[src/rtl/dbg_serial_pkg.sv]
// Shared types for the serial debug port.
// Assumes: nothing beyond IEEE 1800-2017 synthesis support for enums.
package dbg_serial_pkg;

    // Frame phases of the serial engine.
    typedef enum logic [2:0] {
        ST_OFF,     // not in debug mode
        ST_CMD,     // shifting the command byte
        ST_RLOAD,   // one clock: fetch read data
        ST_RDATA,   // shifting read data out
        ST_WDATA,   // shifting write data in
        ST_WSTORE,  // one clock: write strobe
        ST_EXEC,    // one clock: no-data command strobe
        ST_ACK      // acknowledge pending, input discarded
    } phase_e;

endpackage

[src/rtl/dbg_serial_edge.sv]
// Edge detector for the serial clock.
// Assumes sclk is already synchronous to clk and holds each level for
// at least two clk cycles, so every edge becomes a one-cycle pulse.
module dbg_serial_edge (
    input  logic clk,
    input  logic rst_n,
    input  logic sclk,
    output logic rise,
    output logic fall
);

    logic sclk_q;

    // Remember last sampled level of the serial clock.
    always_ff @(posedge clk) begin
        if (!rst_n) sclk_q <= 1'b0;
        else        sclk_q <= sclk;
    end

    assign rise = sclk & ~sclk_q;
    assign fall = ~sclk & sclk_q;

endmodule

[src/rtl/dbg_serial_align.sv]
// Justifies narrow registers inside the wide data field.
// Assumes NARROW_W < DATA_W; narrow values sit in the upper bits of the
// field and the remaining low bits are zero.
module dbg_serial_align #(
    parameter int DATA_W   = 24,
    parameter int NARROW_W = 16
) (
    input  logic              narrow,
    input  logic [DATA_W-1:0] rd_raw,
    input  logic [DATA_W-1:0] wr_frame,
    output logic [DATA_W-1:0] rd_frame,
    output logic [DATA_W-1:0] wr_value
);

    localparam int PAD_W = DATA_W - NARROW_W;

    // Read path: move the narrow value to the top of the field.
    always_comb begin
        if (narrow) rd_frame = {rd_raw[NARROW_W-1:0], {PAD_W{1'b0}}};
        else        rd_frame = rd_raw;
    end

    // Write path: take the narrow value back from the top of the field.
    always_comb begin
        if (narrow) wr_value = {{PAD_W{1'b0}}, wr_frame[DATA_W-1:PAD_W]};
        else        wr_value = wr_frame;
    end

endmodule

[src/rtl/dbg_serial_port.sv]
// Target-side serial debug command engine.
// Shifts in a command byte MSB first, then moves a data word in or out,
// or none, and raises ack at debug entry and when each command completes.
// Assumes sclk is slow and synchronous to clk, and that the register file
// answers reg_rdata/reg_narrow combinationally from reg_sel.
module dbg_serial_port
    import dbg_serial_pkg::*;
#(
    parameter int CMD_W    = 8,
    parameter int DATA_W   = 24,
    parameter int NARROW_W = 16,
    parameter int SEL_W    = 5
) (
    input  logic              clk,
    input  logic              rst_n,
    input  logic              dbg_mode,
    input  logic              sclk,
    input  logic              sdi,
    output logic              sdo,
    output logic              ack,
    output logic [SEL_W-1:0]  reg_sel,
    output logic              reg_rd,
    input  logic [DATA_W-1:0] reg_rdata,
    input  logic              reg_narrow,
    output logic              reg_wr,
    output logic [DATA_W-1:0] reg_wdata,
    output logic              exec_go
);

    localparam int CNT_W   = $clog2(DATA_W + 1);
    localparam int RD_BIT  = CMD_W - 1;   // read/write class bit
    localparam int ND_BIT  = CMD_W - 2;   // no-data class bit
    localparam logic [CNT_W-1:0] CMD_LAST  = CNT_W'(CMD_W - 1);
    localparam logic [CNT_W-1:0] DATA_LAST = CNT_W'(DATA_W - 1);

    phase_e             phase;
    logic [CNT_W-1:0]   bit_cnt;
    logic [CMD_W-2:0]   cmd_sr;     // earlier command bits, newest at bit 0
    logic [SEL_W-1:0]   sel_q;
    logic [DATA_W-1:0]  in_sr;
    logic [DATA_W-1:0]  out_sr;
    logic [DATA_W-1:0]  rd_frame;
    logic               sdo_q;
    logic               ack_half;   // first falling edge in ACK already seen
    logic               dbg_q;
    logic               rise;
    logic               fall;

    dbg_serial_edge u_edge (
        .clk   (clk),
        .rst_n (rst_n),
        .sclk  (sclk),
        .rise  (rise),
        .fall  (fall)
    );

    dbg_serial_align #(
        .DATA_W   (DATA_W),
        .NARROW_W (NARROW_W)
    ) u_align (
        .narrow   (reg_narrow),
        .rd_raw   (reg_rdata),
        .wr_frame (in_sr),
        .rd_frame (rd_frame),
        .wr_value (reg_wdata)
    );

    // Frame sequencer: command shift, data phase, strobes and acknowledge.
    always_ff @(posedge clk) begin
        if (!rst_n) begin
            phase    <= ST_OFF;
            bit_cnt  <= '0;
            cmd_sr   <= '0;
            sel_q    <= '0;
            in_sr    <= '0;
            out_sr   <= '0;
            sdo_q    <= 1'b0;
            ack_half <= 1'b0;
            dbg_q    <= 1'b0;
        end else begin
            dbg_q <= dbg_mode;
            if (!dbg_mode) begin
                phase   <= ST_OFF;
                bit_cnt <= '0;
                sdo_q   <= 1'b0;
            end else begin
                case (phase)
                    ST_OFF: begin
                        if (!dbg_q) begin
                            phase    <= ST_ACK;
                            ack_half <= 1'b0;
                        end
                    end
                    ST_CMD: begin
                        if (rise) begin
                            cmd_sr <= {cmd_sr[CMD_W-3:0], sdi};
                            if (bit_cnt == CMD_LAST) begin
                                bit_cnt <= '0;
                                sel_q   <= {cmd_sr[SEL_W-2:0], sdi};
                                if (cmd_sr[ND_BIT-1])      phase <= ST_EXEC;
                                else if (cmd_sr[RD_BIT-1]) phase <= ST_RLOAD;
                                else                       phase <= ST_WDATA;
                            end else begin
                                bit_cnt <= bit_cnt + 1'b1;
                            end
                        end
                    end
                    ST_RLOAD: begin
                        out_sr <= rd_frame;
                        phase  <= ST_RDATA;
                    end
                    ST_RDATA: begin
                        if (fall) begin
                            sdo_q  <= out_sr[DATA_W-1];
                            out_sr <= {out_sr[DATA_W-2:0], 1'b0};
                        end
                        if (rise) begin
                            if (bit_cnt == DATA_LAST) begin
                                bit_cnt  <= '0;
                                phase    <= ST_ACK;
                                ack_half <= 1'b0;
                            end else begin
                                bit_cnt <= bit_cnt + 1'b1;
                            end
                        end
                    end
                    ST_WDATA: begin
                        if (rise) begin
                            in_sr <= {in_sr[DATA_W-2:0], sdi};
                            if (bit_cnt == DATA_LAST) begin
                                bit_cnt <= '0;
                                phase   <= ST_WSTORE;
                            end else begin
                                bit_cnt <= bit_cnt + 1'b1;
                            end
                        end
                    end
                    ST_WSTORE, ST_EXEC: begin
                        phase    <= ST_ACK;
                        ack_half <= 1'b0;
                    end
                    ST_ACK: begin
                        if (fall) begin
                            sdo_q <= 1'b0;
                            if (ack_half) begin
                                phase   <= ST_CMD;
                                bit_cnt <= '0;
                            end else begin
                                ack_half <= 1'b1;
                            end
                        end
                    end
                    default: phase <= ST_OFF;
                endcase
            end
        end
    end

    assign sdo     = sdo_q;
    assign ack     = (phase == ST_ACK);
    assign reg_sel = sel_q;
    assign reg_rd  = (phase == ST_RLOAD);
    assign reg_wr  = (phase == ST_WSTORE);
    assign exec_go = (phase == ST_EXEC);

endmodule

[config.mk]
export PLATFORM = sky130hd
export DESIGN_NAME = dbg_serial_port
export DESIGN_NICKNAME = d
export VERILOG_FILES = /design/src/rtl/dbg_serial_pkg.sv /design/src/rtl/dbg_serial_edge.sv /design/src/rtl/dbg_serial_align.sv /design/src/rtl/dbg_serial_port.sv
export SDC_FILE = /design/constraint.sdc
export NUM_CORES = 1
export LEC_CHECK = 0
export CAP_MARGIN = 20
export CORE_MARGIN = 1.5
export CORE_UTILIZATION = 48
export DETAILED_ROUTE_END_ITERATION = 7
export GPL_TIMING_DRIVEN = 0
export PLACE_DENSITY = 0.76
export SLEW_MARGIN = 20
export SYNTH_ARGS = -nofsm -noshare
export SYNTH_HDL_FRONTEND = slang
export SYNTH_SLANG_ARGS = --single-unit
[constraint.sdc]
create_clock -name clk -period 1.65 [get_ports clk]
set_input_delay 0.2475 -clock clk [delete_from_list [all_inputs] [get_ports clk]]
set_output_delay 0.2475 -clock clk [all_outputs]
set_load 0.01 [all_outputs]
=== Yosys cells after proc, flatten, opt, wreduce, memory -nomap -nowiden ===
Index checks and enable logic that the tools add are counted.

* Add/subtract/negate cells: 1
* Equality and inequality tests: 20
* Mux-type cells: 31
* Bitwise gates (word level): 4
* Reduce and logical (&&, ||, !) cells: 16

{| class="wikitable"
|+ Operator list
! kind !! count
|-
| $mux 24 || 3
|-
| $pmux 24 s2 || 1
|-
| $mux 3 || 11
|-
| $mux 5 || 6
|-
| $pmux 3 s7 || 1
|-
| $ne 2x2->1 const B || 8
|-
| $pmux 5 s3 || 1
|-
| $eq 3x3->1 const B || 4
|-
| $reduce_and 3->1 || 4
|-
| $reduce_and 9->1 || 1
|-
| $eq 3x2->1 const B || 2
|-
| $mux 1 || 6
|-
| $ne 2x1->1 const B || 3
|-
| $reduce_and 6->1 || 1
|-
| $add 5x1->5 const B || 1
|-
| $eq 5x3->1 const B || 1
|-
| $eq 5x5->1 const B || 1
|-
| $reduce_and 5->1 || 1
|-
| $pmux 1 s4 || 1
|-
| $reduce_and 4->1 || 1
|-
| $reduce_bool 2->1 || 2
|-
| $reduce_bool 4->1 || 1
|-
| $reduce_or 2->1 || 2
|-
| $eq 3x1->1 const B || 1
|-
| other kinds (6) || 8
|}

* Flip-flop bits (word level): 72
* Input bits: 30
* Output and inout port bits: 34
* Logic and storage cells: 82

=== Logic depth before layout (Yosys ltp) ===
Gate-level depths: netlist (run 1).

* Depth in word-level cells: 5
* Depth in mapped cells: 8
* Gate-level depth less buffers: 6

=== Hierarchy ===
A second synthesis (run 1) with hierarchy kept.

* Cells, all modules: 408
* Area total of the unflattened synthesis: 3769.9 um^2

{| class="wikitable"
|+ By module, submodules not included
! module !! instances !! cells an instance !! area each (um^2) !! seq. area each (um^2)
|-
| dbg_serial_port || 1 || 351 || 3213.1 || 1421.4
|-
| dbg_serial_align || 1 || 53 || 518.0 || 0.0
|-
| dbg_serial_edge || 1 || 4 || 38.8 || 20.0
|}

=== Worst setup path after synthesis (run 1) ===
Ideal clock, no wire load.

* Kind: register -> register
* Start point: register phase[2]
* End point: register bit_cnt[1]
* Setup time: 0.069 ns
* Data arrival time: 1.591 ns
* Required time: 1.581 ns
* Path slack: -0.009 ns
* Stages on the path, launching flop included: 7
* Path buffers: 1
* Clock period less this slack: 1.659 ns
* Cell sequence: dfxtp_1 -> buf_4 -> or3b_4 -> a21oi_4 -> nor2_2 -> or3b_1 -> a21oi_2

* Longest elaborated chain between the ends: 4
* Elaborated cells on any way between the ends: 12
* Those cells by class: 8 x eq/ne; 1 x mux; 3 x reduce/logical

{| class="wikitable"
|+ Ends and longest elaborated chain
! what !! RTL line !! RTL
|-
| start: declaration || dbg_serial_port.sv:36 || <nowiki>phase_e phase;</nowiki>
|-
| start signal: assignment || dbg_serial_port.sv:71 || <nowiki>phase <= ST_OFF;</nowiki>
|-
| start signal: assignment || dbg_serial_port.sv:83 || <nowiki>phase <= ST_OFF;</nowiki>
|-
| start signal: assignment || dbg_serial_port.sv:90 || <nowiki>phase <= ST_ACK;</nowiki>
|-
| $eq 3x3->1 / $eq 3x2->1 (equally long branches) || dbg_serial_port.sv:87 || <nowiki>case (phase)</nowiki>
|-
| $reduce_or 2->1 (no line) || -- ||
|-
| $ne 2x1->1 (no line) / $reduce_bool 3->1 (equally long branches) || -- ||
|-
| $reduce_and 5->1 (no line) || -- ||
|-
| end signal: assignment || dbg_serial_port.sv:104 || <nowiki>bit_cnt <= bit_cnt + 1'b1;</nowiki>
|-
| end signal: assignment || dbg_serial_port.sv:123 || <nowiki>bit_cnt <= bit_cnt + 1'b1;</nowiki>
|-
| end signal: assignment || dbg_serial_port.sv:134 || <nowiki>bit_cnt <= bit_cnt + 1'b1;</nowiki>
|-
| end: declaration || dbg_serial_port.sv:37 || <nowiki>logic [CNT_W-1:0] bit_cnt;</nowiki>
|}

Several ways; a longest one is shown, not always the timed one.
A chain may end at the register's enable or synchronous reset.

=== Final worst setup path (run 1) ===
* Start point: register phase[1]
* End point: output reg_wr

* Longest elaborated chain between the ends: 1

{| class="wikitable"
|+ Ends and longest elaborated chain
! what !! RTL line !! RTL
|-
| $eq 3x3->1 || dbg_serial_port.sv:163 || <nowiki>assign reg_wr = (phase == ST_WSTORE);</nowiki>
|-
| end: declaration || dbg_serial_port.sv:25 || <nowiki>output logic reg_wr,</nowiki>
|}

No other way between the ends.

==> results.py, run 1 <==
metrics = {
    "route": {
        "detail_route.drc_violations": 0,
        "ant_nets": 0,
        "dr.pass1.iters": 5,
        "vias_per_cell": 5.591,
        "wl_met3_um": 588,
        "drt_iter0_drc": 166,
        "wire_per_inst_um": 15.22,
        "met2_wirelength_um": 4485,
        "wirelength_um": 9407,
        "maxUsedRoutingLayer": "met4",
        "wirelength_met1_um": 4181,
        "routed-via-count": 3455,
    },
    "power": {
        "vdd_drop_max_uv": 582.9,
        "combinational_share_of_power_pct": 33.1,
        "total_power_uw": 4896,
        "switching_pwr_uw": 1618,
        "power.share.clock_pct": 26.6,
        "p_per_area_nw_per_um2": 1013,
        "leakage_uw": 0.002092,
        "p_int_uw": 3279,
        "swShare_pct": 33.04,
        "sequential_share_of_power_pct": 40.3,
    },
    "cts": {
        "cts_root_buffer": "sky130_fd_sc_hd__clkbuf_8",
        "holdBufCountCts": 0,
        "cts.htree.levels": 3,
        "clkLatencyLatePin_ns": 0.35,
        "clockBufferDepth": 2,
        "clkSlewWorstSetupHoldPaths_ns": 0.07,
        "tritoncts_sink_count": 72,
        "clock_tree_from_tritoncts": "done",
        "tritoncts.num_buffers": 9,
    },
    "cells_and_area": {
        "drive_above_1_share_pct": 17.73,
        "finalNetCount": 545,
        "final_std_cell_area_no_fill_sq_um": 4832,
        "antenna_cells_inserted": 0,
        "area_delta_synth_final_pct": 29.86,
        "layout.cells.non_filler": 618,
        "final_core_util_pct": 65.57,
    },
    "timing": {
        "worst-slew-pin-transition_ns": 0.6912,
        "final_min_period_over_clock_period_pct": 100.8,
        "max_slew_headroom_at_the_worst_pin_pct": 53.92,
        "timing.final.setup_violations": 5,
        "crit_path_time_final_ns": 1.663,
        "final.setup_skew_ns": 0.006939,
        "unrepaired_setup_endpoints_after_global_routing": "true",
        "final_critical_path_setup_slack_ns": -0.01252,
        "timing.final.hold_violations": 0,
        "fmax_ghz": 0.6015,
        "finalMaxSlewViolations": 0,
    },
    "floorplan": {
        "floorplan.die.height_um": 91.05,
        "start_util_pct": 50.49,
        "fp-row-count": 31,
        "die_width_um": 91.05,
        "core-area_sq_um": 7370,
        "io_pins": 64,
        "dieArea_sq_um": 8289,
    },
    "status": {
        "status": "finished, violations left",
        "failed_checks": "setup timing",
    },
    "logic_synthesis": {
        "synth_area_per_cell_sq_um": 8.535,
        "netlist_instances": 436,
        "yosysSeqAreaShare_pct": 38.74,
        "ys.flop_type": "sky130_fd_sc_hd__dfxtp_1",
        "synthArstFlopShare_pct": 0,
        "synthesis.area_sq_um": 3721,
        "postSynthRegisterBits": 72,
        "syn_nets": 467,
        "yosysUniqueCellTypes": 50,
        "yosysWarningCount": 0,
        "number_of_enable_type_register_cells_in_the_synthesized_netlist": 0,
    },
    "grt": {
        "overflow": 0,
        "grt_pass1_vias": 3226,
        "grt_antenna_before_repair": 0,
        "grt_max_degree": 12,
        "grt_first_pass_wirelength_um": 15500,
        "gr-usage-all-layers_pct": 23.00,
    },
    "worst_setup_path": {
        "critical_path_required_ns": 1.40,
        "critical_path.max_fanout": 8,
        "worstSetupPathType": "reg -> out",
        "crit_family": "buffers and inverters",
        "worstSetupStartpointType": "flip-flop",
        "worstPathCellList": "buf_6 -> inv_2 -> and3_1 -> clkdlybuf4s15_1",
        "arrival_ns": 1.42,
        "critical_path_buffer_and_inverter_count": 3,
        "timing.critical_path.to_type": "primary output",
        "timing.critical_path.slowest_stage_cell": "sky130_fd_sc_hd__dfxtp_4",
        "timing.critical_path.slowest_cell_delay_ns": 0.40,
    },
    "placement": {
        "last_weighted_congestion_value_of_the_routability_driven_placer": 0.8997,
        "place_inst": 595,
        "hpwl_um": 6363,
        "placed_cell_area_sq_um": 4446,
        "detailedPlace.worstSlack_ns": -0.5877,
        "numPortBuffers": 60,
    },
    "job": {
        "maxCapViolCount": 0,
    },
    "hold_path": {
        "min-delay-path-class": "in -> reg",
    },
}
==> metrics by stage <==
stage,setup TNS [ns],hold slack [ns]
after floorplan,-0.009326,0.3692
after global placement,-31.25,0.4410
after detailed placement,-33.28,0.4460
after CTS,-0.04545,0.3409
after global routing,-0.6569,0.3525
final,-0.02521,0.3405
==> power by group through the flow <==
stage | Sequential, uW | Clock (uW) | Combinational, uW
6_report | 1970 | 1300 | 1620
5_1_grt | 1980 | 1400 | 1750
4_1_cts | 1960 | 1330 | 1490
3_5_place_dp | 1980 | 0 | 1260
3_3_place_gp | 1970 | 0 | 1240
2_1_floorplan | 1950 | 0 | 925
==> sequential cells by signal (all words and copies together) (netlist names), 3 cells and up <==
| name | cells |
|---|---|
| phase | 3 |
| out_sr | 24 |
| bit_cnt | 5 |
| cmd_sr | 7 |
| in_sr | 24 |
| reg_sel | 5 |
==> metal layers <==
metal	GRT usage (%)	vias to the layer above
met5	0	-
met4	8.594	0
met3	4.523	17
met2	37.44	119
met1	29.99	1634
li1	-	1685
==> placed cells by master (no fill, tap or decap), types with 2 or more instances in the layout <==
master and instances:
sky130_fd_sc_hd__o211a_1 8, sky130_fd_sc_hd__clkbuf_2 9, sky130_fd_sc_hd__dfxtp_2 5, sky130_fd_sc_hd__nor2_1 4, sky130_fd_sc_hd__buf_6 5, sky130_fd_sc_hd__a21oi_1 13
sky130_fd_sc_hd__nand3b_1 2, sky130_fd_sc_hd__a21boi_0 10, sky130_fd_sc_hd__clkbuf_8 15, sky130_fd_sc_hd__o21ai_1 3, sky130_fd_sc_hd__and3_1 2, sky130_fd_sc_hd__o211ai_1 19
sky130_fd_sc_hd__mux2i_1 29, sky130_fd_sc_hd__clkbuf_1 10, sky130_fd_sc_hd__buf_4 14, sky130_fd_sc_hd__mux2_2 16, sky130_fd_sc_hd__clkdlybuf4s50_1 31, sky130_fd_sc_hd__a21boi_1 32
sky130_fd_sc_hd__nand2_1 101, sky130_fd_sc_hd__nand3_1 4, sky130_fd_sc_hd__nor2b_1 22, sky130_fd_sc_hd__nand2b_1 3, sky130_fd_sc_hd__and3_2 2, sky130_fd_sc_hd__buf_2 3
sky130_fd_sc_hd__nor3_1 6, sky130_fd_sc_hd__a32oi_1 2, sky130_fd_sc_hd__a31oi_1 3, sky130_fd_sc_hd__dlymetal6s2s_1 2, sky130_fd_sc_hd__dfxtp_1 66, sky130_fd_sc_hd__nor3b_1 8
sky130_fd_sc_hd__dlygate4sd2_1 24, sky130_fd_sc_hd__o21ai_0 3, sky130_fd_sc_hd__nand4b_1 4, sky130_fd_sc_hd__nor2_4 2, sky130_fd_sc_hd__clkinv_2 3
==> area by class of cell <==
class	count	area, sq um
plain buffers	32	232.7
clock buffers	13	168.9
clock inverters	3	15.01
fillers	645	2537
inverters	3	11.26
multi-input cells	324	2173
flip-flops and latches	72	1451
well taps	99	123.9
repair buffers	72	655.6
==> final timing paths <==
kind              start  cells past startpoint  slack [ns]    endpoint
max            phase[1]                      4       -0.01      reg_wr
min               rst_n                      2        0.34   out_sr[8]
max reg2reg    phase[1]                      7       -0.01  bit_cnt[4]
min reg2reg  out_sr[17]                      2        0.45  out_sr[17]
==> cell families after synthesis <==
family	after synthesis	share of synthesized area, %
and+or+nand+nor	175	23.54
muxes	45	12.64
DFF	72	38.74
AOI/OAI and AO/OA	103	20.38
buffers and inverters	40	4.371
adders and majority gates	1	0.3362
==> cell usage after synthesis (2+ instances only) <==
master | number | share of area (%)
sky130_fd_sc_hd__dfxtp_1 | 72 | 39
sky130_fd_sc_hd__o21ai_0 | 5 | 0.67
sky130_fd_sc_hd__a31oi_1 | 3 | 0.50
sky130_fd_sc_hd__buf_1 | 2 | 0.20
sky130_fd_sc_hd__nor2_2 | 2 | 0.34
sky130_fd_sc_hd__nor3b_1 | 8 | 1.6
sky130_fd_sc_hd__a32oi_1 | 2 | 0.47
sky130_fd_sc_hd__nand3b_1 | 2 | 0.40
sky130_fd_sc_hd__inv_1 | 2 | 0.20
sky130_fd_sc_hd__nand2b_1 | 4 | 0.67
sky130_fd_sc_hd__nand4b_1 | 4 | 0.94
sky130_fd_sc_hd__buf_2 | 7 | 0.94
sky130_fd_sc_hd__o211a_1 | 8 | 2.2
sky130_fd_sc_hd__nor2_1 | 5 | 0.50
sky130_fd_sc_hd__mux2i_1 | 29 | 7.8
sky130_fd_sc_hd__and3_1 | 4 | 0.67
sky130_fd_sc_hd__clkbuf_1 | 27 | 2.7
sky130_fd_sc_hd__mux2_2 | 16 | 4.8
sky130_fd_sc_hd__a21boi_1 | 32 | 6.5
sky130_fd_sc_hd__o211ai_1 | 19 | 3.8
sky130_fd_sc_hd__and2_1 | 2 | 0.34
sky130_fd_sc_hd__nand3_1 | 5 | 0.67
sky130_fd_sc_hd__nand2_1 | 101 | 10
sky130_fd_sc_hd__a21oi_1 | 13 | 1.7
sky130_fd_sc_hd__a21boi_0 | 10 | 2.0
sky130_fd_sc_hd__nor3_1 | 7 | 0.94
sky130_fd_sc_hd__nor2b_1 | 22 | 3.7
==> timing repair <==
| action | in CTS | in global routing |
|---|---|---|
| pin swaps | 7 | 5 |
| endpoints found under the setup margin | 84 | 62 |
| resized for setup | 72 | 28 |
| buffers inserted | 9 | 3 |
Power figures use the tool's default switching activity.
==> run 2: changes to the inputs <==
--- a/config.mk
+++ b/config.mk
@@ -7,10 +7,11 @@
 export LEC_CHECK = 0
 export CAP_MARGIN = 20
 export CORE_MARGIN = 1.5
-export CORE_UTILIZATION = 48
+export CORE_UTILIZATION = 53
 export DETAILED_ROUTE_END_ITERATION = 7
 export GPL_TIMING_DRIVEN = 0
-export PLACE_DENSITY = 0.76
+export PLACE_DENSITY = 0.8
+export REMOVE_ABC_BUFFERS = 1
 export SLEW_MARGIN = 20
 export SYNTH_ARGS = -nofsm -noshare
 export SYNTH_HDL_FRONTEND = slang
==> constraint.sdc (replaced) <==
create_clock -name clk -period 1.9 [get_ports clk]
set_input_delay 0.285 -clock clk [delete_from_list [all_inputs] [get_ports clk]]
set_output_delay 0.285 -clock clk [all_outputs]
set_load 0.01 [all_outputs]
==> run 2 against run 1 <==
The run now ends clean. Wire length is 12% lower. Die area is 9.1% lower. First-iteration DRC count is 27% lower. Critical path type is now in -> out. Critical endpoint is now reg_wdata[0]. Largest power group unchanged.
==> results.py, run 2 (synthesized netlist as in run 1, its figures left out) <==
metrics = {
    "status": {
        "status": "completed",
    },
    "cells_and_area": {
        "largestRegisters": "in_sr (24), out_sr (24), cmd_sr (7)",
        "final_common_cell": "sky130_fd_sc_hd__nand2_1",
        "finalNetCount": 516,
        "layout.cells.non_filler": 585,
        "antenna_cells_inserted": 0,
        "final_std_cell_area_no_fill_sq_um": 4712,
        "fillCellCount": 550,
        "final_core_util_pct": 69.36,
        "layout_common_cells": "100 x sky130_fd_sc_hd__nand2_1, 69 x sky130_fd_sc_hd__dfxtp_1, 60 x sky130_fd_sc_hd__clkdlybuf4s50_1",
        "drive_above_1_share_pct": 12.88,
        "area_delta_synth_final_pct": 26.63,
    },
    "route": {
        "detail_route.drc_violations": 0,
        "vias_per_cell": 5.506,
        "wirelength_um": 8251,
        "routed-via-count": 3221,
        "ant_nets": 0,
        "wire_per_inst_um": 14.10,
        "drt_iter0_drc": 122,
        "dr.pass1.iters": 5,
    },
    "timing": {
        "fmax_ghz": 0.5396,
        "timing.final.hold_violations": 0,
        "crit_path_time_final_ns": 1.853,
        "finalMaxSlewViolations": 0,
        "worst-slew-pin-transition_ns": 0.4538,
        "max_slew_headroom_at_the_worst_pin_pct": 69.62,
        "final_min_period_over_clock_period_pct": 97.54,
        "timing.final.setup_violations": 0,
        "final.setup_skew_ns": 0.008971,
        "unrepaired_setup_endpoints_after_global_routing": "true",
        "hold_slack_ns": 0.3063,
    },
    "grt": {
        "grt_pass1_vias": 3106,
        "gr-usage-all-layers_pct": 23.03,
        "overflow": 0,
        "grt_max_degree": 53,
        "grt_antenna_before_repair": 0,
        "grt_first_pass_wirelength_um": 13960,
    },
    "power": {
        "sequential_share_of_power_pct": 42.2,
        "p_per_area_nw_per_um2": 883.8,
        "swShare_pct": 30.75,
        "p_int_uw": 2884,
        "leakage_uw": 0.001865,
        "combinational_share_of_power_pct": 27.5,
        "vdd_drop_max_uv": 563.5,
        "switching_pwr_uw": 1281,
        "power.share.clock_pct": 30.3,
    },
    "floorplan": {
        "die_width_um": 86.79,
        "floorplan.die.height_um": 86.79,
        "core-area_sq_um": 6794,
        "io_pins": 64,
        "dieArea_sq_um": 7533,
        "fp-row-count": 30,
        "start_util_pct": 54.77,
    },
    "worst_setup_path": {
        "worstSetupPathType": "in -> out",
        "critical_path.max_fanout": 17,
        "arrival_ns": 1.57,
        "timing.critical_path.to_type": "primary output",
        "critical_path_required_ns": 1.62,
        "worstSetupStartpointType": "primary input",
    },
    "placement": {
        "hpwl_um": 5318,
        "placed_cell_area_sq_um": 4350,
        "place_inst": 560,
        "last_weighted_congestion_value_of_the_routability_driven_placer": 0.8815,
        "numPortBuffers": 63,
    },
    "job": {
        "maxCapViolCount": 0,
    },
    "cts": {
        "clkLatencyLatePin_ns": 0.33,
        "clockBufferDepth": 2,
        "cts_root_buffer": "sky130_fd_sc_hd__clkbuf_8",
        "tritoncts_sink_count": 72,
        "holdBufCountCts": 0,
        "tritoncts.num_buffers": 9,
        "clkSlewWorstSetupHoldPaths_ns": 0.07,
        "clock_tree_from_tritoncts": "done",
        "cts.htree.levels": 3,
    },
    "hold_path": {
        "min-delay-path-class": "in -> reg",
    },
}
[run 2: per-stage QoR]
step / setup WS (ns) / total power (uW) / setup TNS, ns
after floorplan: -0.07205 / 2401 / -0.07205
after global placement: -1.511 / 2703 / -85.34
after detailed placement: -0.6352 / 2722 / -25.88
after CTS: 0.004518 / 4084 / 0
after global routing: -0.006299 / 4360 / -0.006299
final: 0.04681 / 4165 / 0
[run 2: area by class of cell]
cell class                 instances  area [sq um]  area share, %
timing repair buffer              75         765.7          16.25
clock buffer                      11         131.4          2.788
sequential                        72          1453          30.83
multi-input combinational        324          2157          45.78
inverter                           3         15.01         0.3186
tap                               96         120.1          2.549
clock inverter                     4         70.07          1.487
[run 2: power by group through the flow]
stage	registers (uW)	clock network (uW)	logic, uW
after CTS	1780	1280	1030
after global placement	1820	0	881
after floorplan	1770	0	628
after detailed placement	1820	0	898
after global routing	1770	1350	1240
final	1760	1260	1140
[run 2: routing by layer]
metal	share of wire, %	track usage, %	vias to the layer above	wire length (um)
met2	48	39.53	65	3950
met4	1.2	8.065	0	97
met3	2.8	3.714	8	232
met5	0	0	-	0
met1	48	29.22	1523	3971
li1	-	-	1625	-
[run 2: repair_timing]
item | 4_1_cts | 5_1_grt
pin swaps | 0 | 2
gates cloned | 1 | 0
resized for setup | 13 | 9
hold endpoints to repair | 0 | 0
endpoints found under the setup margin | 76 | 33
setup buffers | 6 | 3
[run 2: path summary, 6_finish.rpt]
check,from,end,slack [ns],cells past startpoint
setup / recovery,reg_narrow,reg_wdata[0],0.05,4
hold reg to reg,out_sr[19],out_sr[19],0.46,2
hold / removal,rst_n,reg_sel[2],0.31,2
setup reg to reg,phase[1],bit_cnt[1],0.05,6
[run 2: critical path, stage by stage]
cell and delay, ns:
sky130_fd_sc_hd__buf_4 0.25, sky130_fd_sc_hd__buf_12 0.19, sky130_fd_sc_hd__mux2_2 0.36, sky130_fd_sc_hd__clkdlybuf4s50_1 0.48
